`config.mk`:
```
export PLATFORM = sky130hd
export DESIGN_NAME = fnev_hub
export DESIGN_NICKNAME = d
export VERILOG_FILES = /design/src/rtl/fnev_pkg.sv /design/src/rtl/fnev_fifo.sv /design/src/rtl/fnev_ftab.sv /design/src/rtl/fnev_hub.sv
export SDC_FILE = /design/constraint.sdc
export NUM_CORES = 1
export LEC_CHECK = 0
export BUFFER_PORTS_ARGS = -buffer_cell sky130_fd_sc_hd__buf_2
export CAP_MARGIN = 5
export CORE_ASPECT_RATIO = 0.75
export CORE_UTILIZATION = 53
export DETAILED_ROUTE_END_ITERATION = 10
export MAX_ROUTING_LAYER = met4
export PLACE_DENSITY = 0.76
export SYNTH_ARGS = -nofsm -noshare
export SYNTH_HDL_FRONTEND = slang
export SYNTH_SLANG_ARGS = --single-unit
export TNS_END_PERCENT = 50
```
`constraint.sdc`:
```
create_clock -name clk -period 12.5 [get_ports clk]
set_clock_uncertainty 0.1 [all_clocks]
set_input_delay 1.25 -clock clk [delete_from_list [all_inputs] [get_ports clk]]
set_output_delay 1.25 -clock clk [all_outputs]
set_load 0.01 [all_outputs]
```
`src/rtl/fnev_pkg.sv`:
```
package fnev_pkg;

   typedef struct packed {
      logic [31:0] fid;
      logic [31:0] fh;
      logic [7:0]  cc;
      logic [15:0] pec;
   } fnev_entry_t;

   typedef enum logic [1:0] {
      OP_POP   = 2'd0,
      OP_CFG   = 2'd1,
      OP_DECFG = 2'd2,
      OP_NONE  = 2'd3
   } host_op_e;

   // state-transition event codes
   localparam logic [15:0] PEC_RSV_TO_STBY = 16'h0302;
   localparam logic [15:0] PEC_TO_CFG      = 16'h0301;
   localparam logic [15:0] PEC_CFG_TO_OFF  = 16'h0304;
   localparam logic [15:0] PEC_STBY_TO_RSV = 16'h0308;

   // completion codes
   localparam logic [15:0] RC_DELIVERED = 16'h0001;
   localparam logic [15:0] RC_NO_EVENT  = 16'h0004;
   localparam logic [15:0] RC_TOGGLED   = 16'h0020;
   localparam logic [15:0] RC_SAME      = 16'h0120;
   localparam logic [15:0] RC_UNKNOWN   = 16'h09F0;

   localparam logic [31:0] FH_TAG    = 32'h00FF_0000;
   localparam logic [7:0]  CC_AVAIL  = 8'd2;
   localparam logic [7:0]  FLAG_MORE = 8'h80;
   localparam logic [3:0]  CHG_RSC   = 4'hB;
   localparam int          SEL_BIT   = 61;

endpackage

```
`src/rtl/fnev_fifo.sv`:
```
module fnev_fifo
   import fnev_pkg::*;
#(
   parameter int DEPTH = 16
) (
   input  logic                         clk,
   input  logic                         rst_n,
   input  logic [1:0]                   wr_cnt,
   input  fnev_entry_t                  wr_a,
   input  fnev_entry_t                  wr_b,
   input  logic                         rd_en,
   output fnev_entry_t                  head,
   output logic [$clog2(DEPTH+1)-1:0]   count,
   output logic [1:0]                   acc_cnt,
   output logic                         drop
);
   localparam int PW   = (DEPTH > 1) ? $clog2(DEPTH) : 1;
   localparam int CW   = $clog2(DEPTH + 1);
   localparam bit POW2 = (DEPTH & (DEPTH - 1)) == 0;

   if (DEPTH < 2) begin : g_bad_depth
      $error("fnev_fifo: DEPTH must be at least 2");
   end

   fnev_entry_t   mem [DEPTH];
   logic [PW-1:0] rd_ptr, wr_ptr, wp1, wp2, rp1;
   logic [CW-1:0] cnt;
   logic [CW:0]   free_w;
   logic          do_rd;

   if (POW2) begin : g_wrap_nat
      assign wp1 = wr_ptr + PW'(1);
      assign wp2 = wr_ptr + PW'(2);
      assign rp1 = rd_ptr + PW'(1);
   end else begin : g_wrap_cmp
      assign wp1 = (wr_ptr == PW'(DEPTH - 1)) ? '0 : wr_ptr + PW'(1);
      assign wp2 = (wp1    == PW'(DEPTH - 1)) ? '0 : wp1    + PW'(1);
      assign rp1 = (rd_ptr == PW'(DEPTH - 1)) ? '0 : rd_ptr + PW'(1);
   end

   assign do_rd  = rd_en && (cnt != '0);
   assign free_w = (CW+1)'(DEPTH) - {1'b0, cnt} + {{CW{1'b0}}, do_rd};

   always_comb begin
      if (free_w >= {{(CW-1){1'b0}}, wr_cnt}) acc_cnt = wr_cnt;
      else                                     acc_cnt = free_w[1:0];
   end
   assign drop  = acc_cnt != wr_cnt;
   assign head  = mem[rd_ptr];
   assign count = cnt;

   always_ff @(posedge clk) begin
      if (acc_cnt != 2'd0) mem[wr_ptr] <= wr_a;
      if (acc_cnt == 2'd2) mem[wp1]    <= wr_b;
   end

   always_ff @(posedge clk) begin
      if (!rst_n) begin
         rd_ptr <= '0;
         wr_ptr <= '0;
         cnt    <= '0;
      end else begin
         if (acc_cnt == 2'd1)      wr_ptr <= wp1;
         else if (acc_cnt == 2'd2) wr_ptr <= wp2;
         if (do_rd) rd_ptr <= rp1;
         cnt <= cnt + CW'(acc_cnt) - CW'(do_rd);
      end
   end

   p_cnt_bound_r8: assert property (@(posedge clk) disable iff (!rst_n)
      cnt <= CW'(DEPTH));

   p_full_drops_r8: assert property (@(posedge clk) disable iff (!rst_n)
      (cnt == CW'(DEPTH) && !rd_en && wr_cnt != 2'd0) |=> (cnt == CW'(DEPTH)));

endmodule

```
`src/rtl/fnev_ftab.sv`:
```
module fnev_ftab #(
   parameter int NSLOT = 32,
   parameter int IDW   = 32
) (
   input  logic                     clk,
   input  logic                     rst_n,
   input  logic                     m_valid,
   input  logic                     m_plug,
   input  logic [$clog2(NSLOT)-1:0] m_slot,
   output logic                     m_present,
   output logic                     m_cfg,
   input  logic                     h_valid,
   input  logic                     h_set,
   input  logic [IDW-1:0]           h_fid,
   output logic                     h_known,
   output logic                     h_cfg
);
   localparam int SW = $clog2(NSLOT);

   if (NSLOT < 2 || IDW <= SW) begin : g_bad_cfg
      $error("fnev_ftab: NSLOT must be >= 2 and fit into IDW");
   end

   logic [NSLOT-1:0] present_q, cfg_q, present_d, cfg_d;
   logic             m_slot_ok, h_in_range;
   logic [SW-1:0]    h_idx;

   assign m_slot_ok  = 32'(m_slot) < NSLOT;
   assign m_present  = m_slot_ok && present_q[m_slot];
   assign m_cfg      = m_slot_ok && cfg_q[m_slot];
   assign h_in_range = h_fid < IDW'(NSLOT);
   assign h_idx      = h_fid[SW-1:0];
   assign h_known    = h_in_range && present_q[h_idx];
   assign h_cfg      = h_in_range && cfg_q[h_idx];

   always_comb begin
      present_d = present_q;
      cfg_d     = cfg_q;
      for (int s = 0; s < NSLOT; s++) begin
         if (m_valid && m_slot_ok && m_slot == SW'(s)) begin
            if (m_plug && !present_q[s]) begin
               present_d[s] = 1'b1;
               cfg_d[s]     = 1'b1;
            end else if (!m_plug && present_q[s]) begin
               present_d[s] = 1'b0;
               cfg_d[s]     = 1'b0;
            end
         end else if (h_valid && h_known && h_idx == SW'(s)) begin
            cfg_d[s] = h_set;
         end
      end
   end

   always_ff @(posedge clk) begin
      if (!rst_n) begin
         present_q <= '0;
         cfg_q     <= '0;
      end else begin
         present_q <= present_d;
         cfg_q     <= cfg_d;
      end
   end

   p_plug_sets_r1: assert property (@(posedge clk) disable iff (!rst_n)
      (m_valid && m_plug && !m_present && m_slot_ok)
      |=> (present_q[$past(m_slot)] && cfg_q[$past(m_slot)]));

   p_unplug_clears_r2: assert property (@(posedge clk) disable iff (!rst_n)
      (m_valid && !m_plug && m_present)
      |=> (!present_q[$past(m_slot)] && !cfg_q[$past(m_slot)]));

   p_cfg_follows_r7: assert property (@(posedge clk) disable iff (!rst_n)
      (h_valid && h_known && !(m_valid && m_slot == h_idx))
      |=> (cfg_q[$past(h_idx)] == $past(h_set)));

endmodule

```
`src/rtl/fnev_hub.sv`:
```
module fnev_hub
   import fnev_pkg::*;
#(
   parameter int DEPTH = 16,
   parameter int NSLOT = 32
) (
   input  logic                     clk,
   input  logic                     rst_n,
   input  logic                     mgmt_valid,
   input  logic                     mgmt_plug,
   input  logic [$clog2(NSLOT)-1:0] mgmt_slot,
   input  logic                     host_valid,
   input  logic [1:0]               host_op,
   input  logic [63:0]              host_mask,
   input  logic [31:0]              host_fid,
   output logic                     rsp_valid,
   output logic [15:0]              rsp_code,
   output logic [7:0]               rsp_flags,
   output logic [7:0]               rsp_cc,
   output logic [31:0]              rsp_fid,
   output logic [31:0]              rsp_fh,
   output logic [15:0]              rsp_pec,
   output logic                     chg_pulse,
   output logic [3:0]               chg_rsc,
   output logic [1:0]               chg_num,
   output logic                     ovf_flag
);
   localparam int CW = $clog2(DEPTH + 1);

   logic          m_present, m_cfg, h_known, h_cfg, h_valid, h_set;
   logic          pop_req, pop_hit, drop;
   logic [1:0]    wr_cnt, acc_cnt;
   logic [CW-1:0] q_count;
   fnev_entry_t   ev_a, ev_b, head;
   logic [31:0]   ev_fh;

   assign ev_fh   = FH_TAG | 32'(mgmt_slot);
   assign h_set   = host_op == OP_CFG;
   assign h_valid = host_valid && (host_op == OP_CFG || host_op == OP_DECFG);
   assign pop_req = host_valid && host_op == OP_POP && host_mask[SEL_BIT];
   assign pop_hit = pop_req && q_count != '0;

   // expand a management request into its ordered event pair
   always_comb begin
      wr_cnt = 2'd0;
      ev_a   = '{fid: 32'(mgmt_slot), fh: ev_fh, cc: CC_AVAIL, pec: PEC_STBY_TO_RSV};
      ev_b   = ev_a;
      if (mgmt_valid && mgmt_plug && !m_present) begin
         wr_cnt     = 2'd2;
         ev_a.pec   = PEC_RSV_TO_STBY;
         ev_b.pec   = PEC_TO_CFG;
      end else if (mgmt_valid && !mgmt_plug && m_present) begin
         if (m_cfg) begin
            wr_cnt   = 2'd2;
            ev_a.pec = PEC_CFG_TO_OFF;
         end else begin
            wr_cnt   = 2'd1;
         end
      end
   end

   fnev_ftab #(.NSLOT(NSLOT), .IDW(32)) u_ftab (
      .clk(clk), .rst_n(rst_n),
      .m_valid(mgmt_valid), .m_plug(mgmt_plug), .m_slot(mgmt_slot),
      .m_present(m_present), .m_cfg(m_cfg),
      .h_valid(h_valid), .h_set(h_set), .h_fid(host_fid),
      .h_known(h_known), .h_cfg(h_cfg)
   );

   fnev_fifo #(.DEPTH(DEPTH)) u_fifo (
      .clk(clk), .rst_n(rst_n),
      .wr_cnt(wr_cnt), .wr_a(ev_a), .wr_b(ev_b),
      .rd_en(pop_hit), .head(head), .count(q_count),
      .acc_cnt(acc_cnt), .drop(drop)
   );

   assign chg_rsc = CHG_RSC;

   always_ff @(posedge clk) begin
      if (!rst_n) begin
         rsp_valid <= 1'b0;
         rsp_code  <= '0;
         rsp_flags <= '0;
         rsp_cc    <= '0;
         rsp_fid   <= '0;
         rsp_fh    <= '0;
         rsp_pec   <= '0;
         chg_pulse <= 1'b0;
         chg_num   <= '0;
         ovf_flag  <= 1'b0;
      end else begin
         chg_pulse <= acc_cnt != 2'd0;
         chg_num   <= acc_cnt;
         ovf_flag  <= ovf_flag | drop;
         rsp_valid <= host_valid && host_op != OP_NONE;
         if (host_valid && host_op != OP_NONE) begin
            rsp_flags <= '0;
            rsp_cc    <= '0;
            rsp_fid   <= '0;
            rsp_fh    <= '0;
            rsp_pec   <= '0;
            if (host_op == OP_POP) begin
               if (pop_hit) begin
                  rsp_code  <= RC_DELIVERED;
                  rsp_cc    <= head.cc;
                  rsp_fid   <= head.fid;
                  rsp_fh    <= head.fh;
                  rsp_pec   <= head.pec;
                  rsp_flags <= (q_count > CW'(1)) ? FLAG_MORE : 8'h00;
               end else begin
                  rsp_code  <= RC_NO_EVENT;
               end
            end else if (!h_known) begin
               rsp_code <= RC_UNKNOWN;
            end else if (h_cfg == h_set) begin
               rsp_code <= RC_SAME;
            end else begin
               rsp_code <= RC_TOGGLED;
            end
         end
      end
   end

   p_rsp_latency_r10: assert property (@(posedge clk) disable iff (!rst_n)
      (host_valid && host_op != OP_NONE) |=> rsp_valid);

   p_ovf_sticky_r8: assert property (@(posedge clk) disable iff (!rst_n)
      ovf_flag |=> ovf_flag);

   p_masked_pop_r5: assert property (@(posedge clk) disable iff (!rst_n)
      (host_valid && host_op == OP_POP && !host_mask[SEL_BIT])
      |=> (rsp_code == RC_NO_EVENT && $stable(q_count)));

   p_chg_count_r3: assert property (@(posedge clk) disable iff (!rst_n)
      chg_pulse |-> (chg_num != 2'd0));

endmodule

```
# [Word-level counts from Yosys, hierarchy flattened]
# Memory sizes are Yosys's and may differ from the RTL's. A register that Yosys moved wholly into a read port is not among the register bits.
# Index checks and enable logic that the tools add are counted.
[op_classes] n_eq_ne=101 n_shift=0 muxes=167 add_sub_neg=7 magnitude_cmp=5 bitwise=1 div=0 mul=0 n_reduce_logical=310
[ops] op="$eq A5 B5 Y1 const B" count=32
[ops] op="$logic_and A1 B1 Y1" count=141
[ops] op="$mux W1" count=136
[ops] op="$reduce_bool A2 Y1" count=66
[ops] op="$mux W32" count=4
[ops] op="$reduce_and A2 Y1" count=64
[ops] op="$ne A3 B3 Y1 const B" count=32
[ops] op="$eq A5 B4 Y1 const B" count=16
[ops] op="$mux W16" count=3
[ops] op="$eq A5 B3 Y1 const B" count=8
[ops] op="$mux W8" count=5
[ops] op="$logic_not A1 Y1" count=34
[ops] op="$lt A32 B6 Y1 const B" count=1
[ops] op="$mux W4" count=8
[ops] op="$bmux W1 S5" count=4
[ops] op="$eq A5 B2 Y1 const B" count=4
[ops] op="$lt A5 B6 Y1 const B" count=2
[ops] op="$mux W12" count=1
[ops] op="$eq A5 B1 Y1 const B" count=2
[ops] op="$logic_not A5 Y1" count=2
[ops] op="$mux W9" count=1
[ops] op="$add A4 B1 Y4 const B" count=2
[ops] op="$mux W2" count=4
[ops] op="$add A6 B1 Y6" count=1
[ops] op="16 further kinds" count=18
[word_totals] latchBits=0 reg_bits=194 wordCells=669 mem_bits_rw=224 romBits=0 output_inout_bits=121 mem_count=1
[memory_table] name="u_fifo.mem" depth=16 width=14 read_ports=1 rd_ports_with_merged_regs=1 write_ports=2 line_no="fnev_fifo.sv:25" rtl="fnev_entry_t mem [DEPTH];"

# [Logic depth before layout (Yosys ltp)]
# Gate-level depths: netlist of run 1.
[logic_depth] ltp_word=11 depth_mapped=24

# [Cells and area by module]
# Synthesis of run 1 repeated with hierarchy kept, for this count alone.
[unflattened] hier_cells=4772 area_unflattened_um2=80948.9
[modules_own_cells] module="fnev_fifo" seq_area_each_um2=42620.9 cells_per_inst=3863 area_per_inst_um2=71791.4 n_inst=1
[modules_own_cells] module="fnev_ftab" seq_area_each_um2=1281.2 cells_per_inst=634 area_per_inst_um2=5821.8 n_inst=1
[modules_own_cells] module="fnev_hub" seq_area_each_um2=1981.9 cells_per_inst=275 area_per_inst_um2=3335.7 n_inst=1

# [Worst setup path before layout of run 1]
# OpenSTA, ideal clock, no wires.
[synth_timing] kind="input port to flip-flop" startpoint="input mgmt_slot[0]" endpoint="memory u_fifo.mem[3][0] (netlist name), enable pin" arrival_ps=5390 setup_ps=319 path_slack_ps=6691 t_required_ps=12081 path_buffers=4 path_stages=20 cell_sequence="buf_6 -> mux4_2 -> a22o_1 -> a21oi_1 -> or2_2 -> clkbuf_1 -> and3_1 -> buf_2 -> clkbuf_1 -> nor2_1 -> ha_1 -> o21ai_0 -> nand4_1 -> mux2_2 -> inv_1 -> ha_1 -> nand2b_1 -> nor3_1 -> nor2_1 -> inv_1"
[synth_lines] element="start: declaration" line_no="fnev_hub.sv:11" rtl="input logic [$clog2(NSLOT)-1:0] mgmt_slot,"
[synth_lines] element="end: declaration" line_no="fnev_fifo.sv:25"

==> results of run 1 <==
synth_stat cells, types with 24 or more instances:
library cell / instances / area [sq um]
ha_1: 59 / 738
buf_4: 107 / 803
dfxtp_1: 133 / 2660
nor3_1: 24 / 120
mux2_2: 37 / 417
nor2b_1: 50 / 313
a21oi_1: 74 / 370
edfxtp_1: 112 / 3360
mux2i_1: 72 / 721
mux4_2: 66 / 1490
clkbuf_1: 45 / 169
nor2_1: 175 / 657
nand2_1: 147 / 552
o21ai_0: 51 / 255
and2_1: 48 / 300
nand3_1: 24 / 120
inv_1: 64 / 240
how the worst max path moves through the flow:
| stage | to | slack (ns) | cells past startpoint |
|---|---|---|---|
| floorplan | u_fifo.mem[3][0] | 6.69 | 20 |
| global placement | u_fifo.mem[1][22] | 4.97 | 18 |
| detailed placement | u_fifo.mem[1][22] | 4.83 | 18 |
| CTS | u_fifo.mem[1][21] | 5.37 | 18 |
| global route | u_fifo.mem[1][24] | 4.86 | 18 |
| finish | u_fifo.mem[1][21] | 5.27 | 18 |
area by class of cell:
class	count	area, sq um	share of cell area
Multi-Input combinational cell	1060	7490	0.483
Sequential cell	245	6030	0.389
Clock buffer	30	644	0.0415
Timing Repair Buffer	93	490	0.0316
Tap cell	351	439	0.0283
Inverter	65	244	0.0157
Clock inverter	15	174	0.0112
Antenna cell	2	5.00	0.000323
per-stage QoR:
| step | utilization | instance area (sq um) | instances |
|---|---|---|---|
| floorplan | - | 14900 | 1544 |
| global placement | 0.544 | 14700 | 1814 |
| detailed placement | 0.544 | 14700 | 1814 |
| CTS | 0.574 | 15500 | 1859 |
| global route | 0.575 | 15500 | 1861 |
| finish | 0.575 | 15500 | 1861 |
metal layers:
layer | global-route usage | up-vias
met5 | - | -
met4 | 0.0596 | 0
met3 | 0.0359 | 56
met2 | 0.386 | 625
met1 | 0.385 | 5331
li1 | - | 5068
cell usage in the layout (no fill, tap or decap), drive strengths merged, types with 6 or more instances in the layout:
cell type | netlist | final
o31ai | 8 | 8
conb | 2 | 82
a31oi | 14 | 14
or3 | 12 | 12
nor3 | 24 | 24
o21ai | 51 | 51
a22oi | 10 | 10
a21oi | 74 | 74
mux2i | 72 | 72
edfxtp | 112 | 112
nand2 | 147 | 147
xnor2 | 6 | 6
ha | 59 | 59
nand3 | 24 | 24
dfxtp | 133 | 133
o22ai | 17 | 17
clkinv | 1 | 9
nor2b | 50 | 50
nor2 | 175 | 175
buf | 129 | 93
nor4 | 7 | 7
clkbuf | 45 | 30
a211oi | 12 | 12
and2 | 48 | 48
mux4 | 66 | 66
nand2b | 19 | 19
mux2 | 37 | 37
inv | 64 | 66
critical path: cells and delay by family:
kind            cells  cell delay, ns
simple gates        8            3.01
buf+inv             4            1.05
mux                 1            0.58
compound gates      3            0.75
fa+ha+maj           2            0.65
state kept, by name (all words and copies together) (netlist names), named ones only:
signal            count
rsp_valid             1
chg_num               2
chg_pulse             1
u_fifo.wr_ptr         4
rsp_pec               4
u_fifo.mem          144
u_fifo.rd_ptr         4
u_ftab.present_q     32
rsp_code              4
rsp_flags             1
u_fifo.count          5
ovf_flag              1
u_ftab.cfg_q         32
rsp_fh                6
cell families (layout without fill, tap and decap cells):
group,after synthesis,in the layout,synth area share
simple gates,527,527,0.169
mux,175,175,0.180
compound gates,205,205,0.0844
xor+xnor,11,11,0.00662
fa+ha+maj,60,60,0.0521
buf+inv,239,203,0.0925
other cells,2,84,0.000516
flops,245,245,0.414
power by group through the flow:
stage	Sequential (mW)	Combinational, mW	Clock (mW)
final	0.905	0.396	0.765
after global routing	0.908	0.432	0.801
after CTS	0.904	0.389	0.769
after detailed placement	0.921	0.387	0
after global placement	0.920	0.375	0
after floorplan	0.914	0.308	0
==> qor.txt, run 1 <==
Setup WS pre-CTS: 4.83 ns
part of the power in registers: 0.438
Comb pwr share: 0.192
R2R depth: 16
Fmax: 138 MHz
final setup TNS: 0 ns
Detailed Routing Iterations Pass 1: 9
CP endpoint kind: register
number of CTS-inserted buffers: 25
sequential share of the synthesized area: 0.414
pin count of the biggest net entering global routing: 61
routed len/inst: 19.5 um
I/O pin total: 229
post-CTS setup buffer count: 0
Hold Crit Depth: 2
sw frac: 0.291
violated checks: design-rule violations
clock period minus worst slack: 7.23 ns
nets@finish: 1658
Worst R2R Start: u_ftab.present_q[7]
critical path's slowest cell: and3_1
period utilization: 0.579
Layout area overhead: 6.60%
die area: 28100 sq um
ANT nets after route: 0
Worst VDD drop: 0.108 mV
Max Root-Sink Buffers: 3
worst hold margin: 0.371 ns
post-cts resize count: 0
Worst-path clk slew: 0.06 ns
HP Class: reg -> reg
number of different library cells in the post-synthesis netlist: 58
vias per std cell: 5.95
drt drc: 24
WS Path Type: in -> reg
layout cells sized above 1: 0.160
CP startpoint kind: input port
Max-slew headroom: 0.220
worst hold start: rsp_flags[7]
yosys warns: 0
Slew @ Worst Pin: 1.17 ns
Setup WS post-layout: 5.27 ns
wl on met1: 16.3 mm
Yosys reg bits: 245
clock power share: 0.370
largest fanout on the critical path: 44
critical path arrival: 7.33 ns
RSZ-0062 raised after global routing: false
WL met3: 3.64 mm
Synth Instances: 1464
Slew Limit Fails: 0
CTS tree: built
crit-path max cell delay: 0.96 ns
antenna violations before repair: 3
CTS root buf: clkbuf_16
Hold Buf Count CTS: 0
Power Total: 2.07 mW
crit-path cells: buf_2 > buf_4 > mux4_2 > a22oi_1 > and3_1 > or2_2 > and3_1 > nor2_1 > ha_1 > o21ai_0 > nand4_1 > a31oi_4 > inv_1 > ha_1 > nand2b_1 > nor3_1 > nor2_1 > inv_1
WHS Endpoint: rsp_flags[7]
width of the die: 193 um
ys async rst share: 0
Synth Cell Area: 14600 sq um
Primary FF master, synth: dfxtp_1
clk_lat worst skew: 0.52 ns
Finish-stage setup viols: 0
H-tree depth: 1
filler cell count: 2253
Internal Pwr Total: 1.46 mW
Max Cap Viol: 0
Routed WL: 36.3 mm
Port-buffer cells: 83
final hold violations: 0
total gr overflow: 0
reg-to-reg endpoint: u_fifo.mem[1][21]
number of global-route vias before repair: 10200
detailed-route via count: 11100
Die Span Y: 146 um
switching pwr: 0.602 mW
# rows: 52
outcome: finished, violations left
CP Data Required Time: 12.60 ns
top layer in use: met4
Starting Density: 0.539
Core Footprint: 27000 sq um
HPWL after DPL: 25.1 mm
GRT Total Usage: 0.262
DRT iter0 DRCs: 1184
Critical Path Start: mgmt_slot[0]
first-pass GRT wire length: 56.2 mm
syn avg cell area: 9.94 sq um
Leak: 5.91 nW
GPL Wtd Cong: 0.888
Pwr Density: 133 nW/um^2
clock sinks: 245
EDFF count, synth: 112
Reg2Reg Setup Slack: 6.35 ns
met2 routed WL: 15.7 mm
Power figures use the tool's default switching activity.
==> run 2, diff against run 1 <==
--- a/config.mk
+++ b/config.mk
@@ -8,10 +8,10 @@
 export BUFFER_PORTS_ARGS = -buffer_cell sky130_fd_sc_hd__buf_2
 export CAP_MARGIN = 5
 export CORE_ASPECT_RATIO = 0.75
-export CORE_UTILIZATION = 53
+export CORE_UTILIZATION = 52
 export DETAILED_ROUTE_END_ITERATION = 10
 export MAX_ROUTING_LAYER = met4
-export PLACE_DENSITY = 0.76
+export PLACE_DENSITY = 0.78
 export SYNTH_ARGS = -nofsm -noshare
 export SYNTH_HDL_FRONTEND = slang
 export SYNTH_SLANG_ARGS = --single-unit
==> constraint.sdc (replaced) <==
create_clock -name clk -period 6.65 [get_ports clk]
set_clock_uncertainty 0.1 [all_clocks]
set_input_delay 0.665 -clock clk [delete_from_list [all_inputs] [get_ports clk]]
set_output_delay 0.665 -clock clk [all_outputs]
set_load 0.01 [all_outputs]
==> run 2 against run 1 <==
Against the previous run:
- the flow now finishes without violations
- die area increased by 1.9%
- final cell count up 0.81%
- worst hold slack improved by 0.0086 ns
- critical endpoint is now u_fifo.mem[2][24]
- largest cell class unchanged
- first-iteration DRC count decreased by 0.25%
- register-to-register slack worse by 5.1 ns
- clock-buffer cell count increased by 2
- setup slack worse by 4.1 ns
- cell area rose by 0.69%
- wire length shrank 1.4%
- clock power rose by 80%
- core utilization shrank 0.15 points
- combinational power up 87%
==> qor.txt, run 2 (synthesized netlist as in run 1, its figures left out) <==
Fmax: 182 MHz
period utilization: 0.825
H-tree depth: 1
Max Root-Sink Buffers: 3
CP endpoint kind: register
CP startpoint kind: input port
ANT nets after route: 0
clock sinks: 245
CTS root buf: clkbuf_16
Storage cell area: 6030 sq um
Core Footprint: 27300 sq um
routed len/inst: 19.1 um
HPWL after DPL: 25.4 mm
vias per std cell: 5.86
wl on met1: 15.6 mm
clock period minus worst slack: 5.48 ns
Worst R2R Start: u_fifo.count[2]
detailed-route via count: 11000
WS Path Type: in -> reg
total gr overflow: 0
DP Area: 14800 sq um
worst hold margin: 0.380 ns
Hold Buf Count CTS: 0
largest fanout on the critical path: 27
Largest register FFs: 144
Setup WS post-layout: 1.17 ns
Slew @ Worst Pin: 1.15 ns
Routed WL: 35.8 mm
final hold violations: 0
clk_lat worst skew: 0.52 ns
Hold Crit Depth: 2
layout cells sized above 1: 0.171
Power Total: 3.82 mW
DRT iter0 DRCs: 1181
final setup TNS: 0 ns
width of the die: 195 um
commonest non-fill, non-tap cells in the layout: nor2_1 (175), nand2_1 (147), dfxtp_1 (132), edfxtp_1 (112), buf_2 (83)
CTS tree: built
HP Class: reg -> reg
met2 routed WL: 15.5 mm
first-pass GRT wire length: 56.5 mm
WHS Endpoint: u_fifo.mem[7][2]
outcome: finished clean
number of CTS-inserted buffers: 25
Port-buffer cells: 83
Layout area overhead: 7.34%
reg-to-reg endpoint: u_fifo.mem[2][24]
GRT Total Usage: 0.257
worst hold start: u_fifo.mem[7][2]
nets@finish: 1676
Max-slew headroom: 0.233
pin count of the biggest net entering global routing: 68
Reg2Reg Setup Slack: 1.22 ns
drt drc: 0
# placed instances: 1832
most common cell after layout, fill and taps aside: nor2_1
I/O pin total: 229
fin area: 15600 sq um
Multi-input gate area: 7490 sq um
Reg with most FFs: u_fifo.mem
R2R depth: 20
Worst VDD drop: 0.187 mV
number of global-route vias before repair: 10400
antenna violations before repair: 1
Largest regs: u_fifo.mem: 144 flops, u_ftab.cfg_q: 32 flops, u_ftab.present_q: 32 flops
top layer in use: met4
Pwr Density: 244 nW/um^2
WL met3: 4.01 mm
Slew Limit Fails: 0
post-CTS setup buffer count: 0
final std cells w/o fill: 1876
GPL Wtd Cong: 0.924
# rows: 52
Max Cap Viol: 0
Worst-path clk slew: 0.06 ns
Setup WS pre-CTS: 0.748 ns
RSZ-0062 raised after global routing: false
Finish-stage setup viols: 0
critical path arrival: 5.59 ns
Die Span Y: 147 um
Leak: 5.98 nW
post-cts resize count: 0
Starting Density: 0.534
filler cell count: 2249
die area: 28700 sq um
Final Util: 0.573
Detailed Routing Iterations Pass 1: 6
CP Data Required Time: 6.76 ns
run 2: cell types whose count changed in the layout (fill, tap and decap cells not counted), sizes merged:
cell	previous run	this run
diode	2	1
clkinv	9	3
clkinvlp	2	6
clkbuf	30	32
bufinv	3	1
buf	93	111
run 2: power by group:
part / switching [mW] / internal (mW) / leakage [nW]
Combinational: 0.449 / 0.291 / 3.51
Sequential: 0.0461 / 1.66 / 2.10
Clock: 0.601 / 0.776 / 0.372
Total: 1.10 / 2.72 / 5.98
run 2: worst max-delay path by stage:
stage | start | endpoint | depth (start not counted)
after global placement | mgmt_slot[0] | u_fifo.mem[2][24] | 19
final | mgmt_slot[0] | u_fifo.mem[2][24] | 19
after floorplan | mgmt_slot[0] | u_fifo.mem[3][0] | 20
after detailed placement | mgmt_slot[0] | u_fifo.mem[1][20] | 19
after CTS | mgmt_slot[0] | u_fifo.mem[1][0] | 19
after global routing | mgmt_slot[0] | u_fifo.mem[2][3] | 19
run 2: layer usage:
layer / up-vias / GRT usage
met3: 58 / 0.0512
met4: 0 / 0.0622
met1: 5202 / 0.366
li1: 5093 / -
met5: - / -
met2: 639 / 0.378
run 2: layout make-up:
| class | count | share of cell area |
|---|---|---|
| multi-input combinational | 1060 | 0.479 |
| sequential | 245 | 0.386 |
| clock buffer | 32 | 0.0443 |
| timing repair buffer | 111 | 0.0401 |
| tap | 351 | 0.0281 |
| inverter | 65 | 0.0156 |
| clock inverter | 11 | 0.00649 |
| antenna | 1 | 0.000160 |
run 2: critical path: stages:
cell,delay (ns)
buf_2,0.42
buf_4,0.39
mux4_2,0.34
a2bb2oi_1,0.24
o311a_1,0.23
a22o_1,0.24
o21a_1,0.25
ha_1,0.25
o21ai_0,0.16
nand4_1,0.24
nor2_1,0.26
a31oi_4,0.07
inv_1,0.16
ha_1,0.32
nand2b_1,0.32
nor3_1,0.08
buf_4,0.18
nor2_1,0.42
inv_1,0.32
